<file path="src/rtl/ps2usb_pkg.sv">
package ps2usb_pkg;

    localparam int REG_W        = 8;
    localparam int MODE_PS2_BIT = 4;
    localparam int MODE_USB_BIT = 5;
    localparam int CTL_DAT_IN   = 4;
    localparam int CTL_CLK_IN   = 5;
    localparam int CTL_DAT_OUT  = 6;
    localparam int CTL_CLK_OUT  = 7;
    localparam int PAIR_W       = 2;

    typedef enum logic [1:0] {
        PM_OFF = 2'd0,
        PM_PS2 = 2'd1,
        PM_USB = 2'd2
    } pin_mode_e;

    typedef struct packed {
        logic usb_sel;
        logic ps2_sel;
    } mode_reg_t;

    typedef struct packed {
        logic clk_lat;
        logic dat_lat;
    } latch_t;

    typedef struct packed {
        logic dm;
        logic dp;
    } pin_pair_t;

    function automatic pin_mode_e decode_mode(mode_reg_t m);
        pin_mode_e r;
        case ({m.usb_sel, m.ps2_sel})
            2'b01:   r = PM_PS2;
            2'b10:   r = PM_USB;
            default: r = PM_OFF;
        endcase
        return r;
    endfunction

endpackage

</file>
<file path="src/rtl/ps2usb_sync.sv">
module ps2usb_sync #(
    parameter int WIDTH  = 2,
    parameter int STAGES = 2
) (
    input  logic             clk,
    input  logic             rst,
    input  logic [WIDTH-1:0] din,
    output logic [WIDTH-1:0] dout
);

    logic [WIDTH-1:0] q [STAGES];

    for (genvar s = 0; s < STAGES; s++) begin : g_stage
        if (s == 0) begin : g_first
            always_ff @(posedge clk) begin
                if (rst) q[s] <= '0;
                else     q[s] <= din;
            end
        end else begin : g_next
            always_ff @(posedge clk) begin
                if (rst) q[s] <= '0;
                else     q[s] <= q[s-1];
            end
        end
    end

    assign dout = q[STAGES-1];

    // warm-up counter: the delay check starts only once the history is valid
    logic [1:0] warm;
    always_ff @(posedge clk) begin
        if (rst)              warm <= '0;
        else if (warm != 2'd2) warm <= warm + 2'd1;
    end

    if (STAGES == 2) begin : g_chk
        AST_SYNC_TWO_EDGES: assert property (@(posedge clk) disable iff (rst)
            (warm == 2'd2) |-> (dout == $past(din, 2)));
    end

endmodule

</file>
<file path="src/rtl/ps2usb_regs.sv">
module ps2usb_regs
    import ps2usb_pkg::*;
(
    input  logic             clk,
    input  logic             rst,
    input  logic             reg_sel,
    input  logic             wr_en,
    input  logic [REG_W-1:0] wr_data,
    input  pin_pair_t        samp,
    output pin_mode_e        mode,
    output latch_t           latch,
    output logic [REG_W-1:0] rd_data
);

    mode_reg_t mode_q;
    latch_t    lat_q;
    logic      rd_dat_samp;
    logic      rd_clk_samp;
    logic      unused_wr;

    assign unused_wr = ^wr_data[3:0];

    always_ff @(posedge clk) begin
        if (rst) begin
            mode_q <= '0;
            lat_q  <= '1;
        end else if (wr_en) begin
            if (!reg_sel) begin
                mode_q.usb_sel <= wr_data[MODE_USB_BIT];
                mode_q.ps2_sel <= wr_data[MODE_PS2_BIT];
            end else begin
                lat_q.clk_lat <= wr_data[CTL_CLK_OUT];
                lat_q.dat_lat <= wr_data[CTL_DAT_OUT];
            end
        end
    end

    assign mode  = decode_mode(mode_q);
    assign latch = lat_q;

    // open-drain read-back: a line released by its own latch is visible
    assign rd_dat_samp = (mode == PM_PS2) && lat_q.dat_lat && samp.dm;
    assign rd_clk_samp = (mode == PM_PS2) && lat_q.clk_lat && samp.dp;

    always_comb begin
        rd_data = '0;
        if (!reg_sel) begin
            rd_data[MODE_USB_BIT] = mode_q.usb_sel;
            rd_data[MODE_PS2_BIT] = mode_q.ps2_sel;
        end else begin
            rd_data[CTL_CLK_OUT] = lat_q.clk_lat;
            rd_data[CTL_DAT_OUT] = lat_q.dat_lat;
            rd_data[CTL_CLK_IN]  = rd_clk_samp;
            rd_data[CTL_DAT_IN]  = rd_dat_samp;
        end
    end

    AST_RESET_STATE: assert property (@(posedge clk) disable iff (rst)
        $past(rst) |-> (mode_q == '0 && lat_q == 2'b11));
    AST_SAMPLE_GATED: assert property (@(posedge clk) disable iff (rst)
        (!lat_q.dat_lat || mode != PM_PS2) |-> !rd_dat_samp);
    AST_MODE_SPARE_ZERO: assert property (@(posedge clk) disable iff (rst)
        !reg_sel |-> (rd_data[3:0] == '0 && rd_data[7:6] == '0));

endmodule

</file>
<file path="src/rtl/ps2usb_padmux.sv">
module ps2usb_padmux
    import ps2usb_pkg::*;
(
    input  logic      clk,
    input  logic      rst,
    input  pin_mode_e mode,
    input  latch_t    latch,
    input  pin_pair_t pad_in,
    input  pin_pair_t usb_drv,
    input  logic      usb_oe,
    output pin_pair_t pad_out,
    output pin_pair_t pad_oe,
    output pin_pair_t usb_rcv
);

    always_comb begin
        pad_out = '0;
        pad_oe  = '0;
        usb_rcv = '0;
        case (mode)
            PM_PS2: begin
                pad_oe.dm = ~latch.dat_lat;
                pad_oe.dp = ~latch.clk_lat;
            end
            PM_USB: begin
                pad_out = usb_drv;
                pad_oe  = {usb_oe, usb_oe};
                usb_rcv = pad_in;
            end
            default: ;
        endcase
    end

    AST_OFF_RELEASE: assert property (@(posedge clk) disable iff (rst)
        (mode == PM_OFF) |-> (pad_oe == '0 && usb_rcv == '0));
    AST_PS2_RELEASED: assert property (@(posedge clk) disable iff (rst)
        (mode == PM_PS2 && latch.dat_lat) |-> !pad_oe.dm);
    AST_PS2_LOW_ONLY: assert property (@(posedge clk) disable iff (rst)
        (mode == PM_PS2) |-> (pad_out == '0));
    AST_USB_FOLLOW: assert property (@(posedge clk) disable iff (rst)
        (mode == PM_USB) |-> (pad_oe.dm == usb_oe && pad_oe.dp == usb_oe));

endmodule

</file>
<file path="src/rtl/ps2usb_pinmux.sv">
module ps2usb_pinmux
    import ps2usb_pkg::*;
#(
    parameter int SYNC_STAGES = 2
) (
    input  logic       clk,
    input  logic       rst,
    input  logic       reg_sel,
    input  logic       wr_en,
    input  logic [7:0] wr_data,
    output logic [7:0] rd_data,
    input  logic       pad_dm_in,
    input  logic       pad_dp_in,
    output logic       pad_dm_out,
    output logic       pad_dp_out,
    output logic       pad_dm_oe,
    output logic       pad_dp_oe,
    input  logic       usb_dm_drv,
    input  logic       usb_dp_drv,
    input  logic       usb_drv_oe,
    output logic       usb_dm_rcv,
    output logic       usb_dp_rcv
);

    pin_mode_e mode;
    latch_t    latch;
    pin_pair_t pad_in, samp, pad_out, pad_oe, usb_drv, usb_rcv;

    assign pad_in  = '{dm: pad_dm_in,  dp: pad_dp_in};
    assign usb_drv = '{dm: usb_dm_drv, dp: usb_dp_drv};

    ps2usb_sync #(.WIDTH(PAIR_W), .STAGES(SYNC_STAGES)) u_sync (
        .clk  (clk),
        .rst  (rst),
        .din  (pad_in),
        .dout (samp)
    );

    ps2usb_regs u_regs (
        .clk     (clk),
        .rst     (rst),
        .reg_sel (reg_sel),
        .wr_en   (wr_en),
        .wr_data (wr_data),
        .samp    (samp),
        .mode    (mode),
        .latch   (latch),
        .rd_data (rd_data)
    );

    ps2usb_padmux u_padmux (
        .clk     (clk),
        .rst     (rst),
        .mode    (mode),
        .latch   (latch),
        .pad_in  (pad_in),
        .usb_drv (usb_drv),
        .usb_oe  (usb_drv_oe),
        .pad_out (pad_out),
        .pad_oe  (pad_oe),
        .usb_rcv (usb_rcv)
    );

    assign pad_dm_out = pad_out.dm;
    assign pad_dp_out = pad_out.dp;
    assign pad_dm_oe  = pad_oe.dm;
    assign pad_dp_oe  = pad_oe.dp;
    assign usb_dm_rcv = usb_rcv.dm;
    assign usb_dp_rcv = usb_rcv.dp;

endmodule

</file>
<file path="config.mk">
export PLATFORM = sky130hd
export DESIGN_NAME = ps2usb_pinmux
export DESIGN_NICKNAME = d
export VERILOG_FILES = /design/src/rtl/ps2usb_pkg.sv /design/src/rtl/ps2usb_sync.sv /design/src/rtl/ps2usb_regs.sv /design/src/rtl/ps2usb_padmux.sv /design/src/rtl/ps2usb_pinmux.sv
export SDC_FILE = /design/constraint.sdc
export NUM_CORES = 1
export LEC_CHECK = 0
export BUFFER_PORTS_ARGS = -buffer_cell sky130_fd_sc_hd__buf_4
export CAP_MARGIN = 20
export CELL_PAD_IN_SITES_DETAIL_PLACEMENT = 1
export CELL_PAD_IN_SITES_GLOBAL_PLACEMENT = 1
export CORE_UTILIZATION = 27
export DETAILED_ROUTE_END_ITERATION = 7
export PLACE_DENSITY_LB_ADDON = 0.1
export SKIP_LAST_GASP = 1
export SLEW_MARGIN = 20
export SYNTH_ARGS = -nofsm -noshare
export SYNTH_HDL_FRONTEND = slang
export SYNTH_SLANG_ARGS = --single-unit
</file>
<file path="constraint.sdc">
create_clock -name clk -period 1.9 [get_ports clk]
set_clock_uncertainty 0.05 [all_clocks]
set_input_delay 0.57 -clock clk [delete_from_list [all_inputs] [get_ports clk]]
set_output_delay 0.57 -clock clk [all_outputs]
set_load 0.01 [all_outputs]
</file>
==> flow_summary_export.csv <==
group,metric,value,unit
timing,hold_viol,0,
setup_path,worstSetupEndpoint,"pad_dp_oe",
setup_path,r2r_cells,2,
timing,final.setup.tns,0,ps
setup_path,rrSetupSlack,1090,ps
synthesis,synth_area_leaders,"dfxtp_1 (37%), and2_1 (8.7%), nor2b_1 (7.2%), buf_4 (7.0%), ha_1 (5.8%)",
grt,grt_pass1_vias,364,
grt,grt_pass1_wl,1.57,mm
synthesis,netlist_area,432,µm²
cts,clk_latency,250,ps
place,hpwl,707,µm
timing,final-max-slew-violation-count,0,
power_and_ir_drop,cellPowerDensity,613,mW/mm²
place,port_buffers,22,
timing,hold_slack,388,ps
cts,tritoncts,"done",
drt,num_vias,402,
setup_path,critPathMaxFanout,5,
final_layout,fin_area,632,µm²
timing,setup_viol,0,
cts,cts_max_level,1,
drt,route.detailed.drc,0,
synthesis,syn_avg_cell_area,8.99,µm²
synthesis,synth_top_area_cell,"dfxtp_1",
flow_run,drv_cap,0,
drt,routed_wl,958,µm
outcome,status,"completed",
cts,cts_root_buf,"clkbuf_4",
setup_path,crit_arrival,1180,ps
power_and_ir_drop,ir_drop,0.000248,V
drt,drt-initial-drc-count,3,
final_layout,layout_common_cells,"buf_4 (22), and2_1 (6), dfxtp_1 (6), nor2b_1 (5), conb_1 (4)",
grt,antenna_found_initial,0,
timing,rsz0062_at_grt,"false",
synthesis,syn_inst,48,
place,dpl_cell_area,582,µm²
place,routabilityCongestion,0.643,
die,placeableCoreArea,0.00151,mm²
grt,grt-ovfl-total,0,
setup_path,crit_type,"reg2out",
final_layout,final_cells,86,
cts,cts_buffer_depth,2,
drt,first_pass_iters,2,
setup_path,worstSetupStartpoint,"u_regs.mode_q[0]",
setup_path,required,1280,ps
setup_path,start_kind,"flop",
place,dp.cells,83,
timing,period_needed,1800,ps
drt,via_per_inst,4.67,
final_layout,drive_gt1_share,44.3,%
cts,cts.sinks,8,
place,pre_cts_slack,243,ps
timing,fmax,0.555,GHz
drt,detail_route.wl_per_cell,11.1,µm
setup_path,endpoint_kind,"output port",
timing,period_share,94.8,%
setup_path,reg2reg_to,"u_regs.mode_q[0]",
final_layout,num-nets-final,91,
final_layout,syn_to_final_growth,46.4,%
cts,cts_setup_buffers,0,
die,num_io_pins,31,
synthesis,ys_warn_count,0,
die,die_area,0.00176,mm²
power_and_ir_drop,leakage,0.286,nW
die,rows,14,
cts,cts_buffers,3,
timing,setup_slack,98.4,ps
synthesis,ys_ff_latch,8,
power_and_ir_drop,power,387,µW
grt,grt_max_degree,13,
final_layout,post-route-util,41.9,%
die,die_w,42.0,µm
synthesis,ys_seq_area_share,37.1,%
grt,grt_use_total,12.0,%
synthesis,synth_top_cell_area_share,37.1,%
die,initial_core_util,28.7,%
drt,final_antenna_net_count,0,
final_layout,final_common_cell,"buf_4",
setup_path,rr_startpoint,"u_regs.mode_q[0]",
cts,clk_pin_slew_worst_paths,60,ps
die,die_h,42.0,µm
synthesis,ys_types,18,
final_layout,antenna_cells,0,
min_path,hold_path_class,"reg2reg",
## worst max-delay path, cell delays in order, from the launching register on
cell and delay [ps]:
dfxtp_2 340, inv_2 90, ha_4 160, nand2_1 70, a21oi_1 140, buf_4 140
## state kept, by name, indices dropped and copies added (netlist names)
name and count:
u_regs.latch 2, u_regs.mode_q 2, u_sync.q 4
## synth_stat cells (all sizes together)
cell type and count:
a211o 2, a21oi 2, and2 6, and3 2, buf 6, conb 1
dfxtp 8, ha 2, inv 2, nand2 2, nand2b 2, nand4 2
nand4bb 2, nor2b 5, o21ai 2, o31ai 2
## power breakdown
group | switching [mW] | total [mW] | leakage (nW) | internal (mW)
clock network | 0.0576 | 0.130 | 0.0138 | 0.0723
registers | 0.00558 | 0.183 | 0.0669 | 0.177
logic | 0.0319 | 0.0744 | 0.206 | 0.0425
total | 0.0950 | 0.387 | 0.286 | 0.292
## cell families (layout without fill, tap and decap cells)
logic type / count (synthesis) / count (layout) / synth area share [%]
adder cells (fa/ha/maj): 2 / 2 / 5.80
AND/OR/NAND/NOR: 21 / 21 / 31.6
flip-flops: 8 / 8 / 37.1
buffers and inverters: 8 / 27 / 12.5
AO/OA/AOI/OAI: 8 / 8 / 12.2
other: 1 / 4 / 0.869
## cell type report
cell class	count	area (µm²)
Timing Repair Buffer	22	165
Tap cell	16	20.0
Inverter	2	7.51
Clock buffer	3	22.5
Fill cell	190	875
Multi-Input combinational cell	35	254
Sequential cell	8	163
## per-layer routing
layer,up-vias,track usage [%],routed length (µm)
li1,201,-,-
met1,177,14.8,427
met2,22,18.4,445
met3,2,3.02,79
met4,0,7.74,6
met5,-,0,0
## worst min-delay path by stage
stage | slack, ps | depth (start not counted) | to | startpoint
2_1_floorplan | 360 | 1 | u_sync.q[1][0] | u_sync.q[0][0]
3_3_place_gp | 370 | 1 | u_sync.q[1][0] | u_sync.q[0][0]
3_5_place_dp | 380 | 1 | u_sync.q[1][0] | u_sync.q[0][0]
4_1_cts | 390 | 1 | u_sync.q[1][0] | u_sync.q[0][0]
5_1_grt | 420 | 1 | u_sync.q[1][1] | u_sync.q[0][1]
6_report | 390 | 1 | u_sync.q[1][1] | u_sync.q[0][1]
## what timing repair did
| item | in CTS | in global routing |
|---|---|---|
| resized for setup | 1 | 7 |
| pin swaps | 0 | 0 |
| endpoints found under the setup margin | 2 | 4 |
| hold buffers | 0 | 0 |
Note: power is estimated with default switching activity, not from simulation.
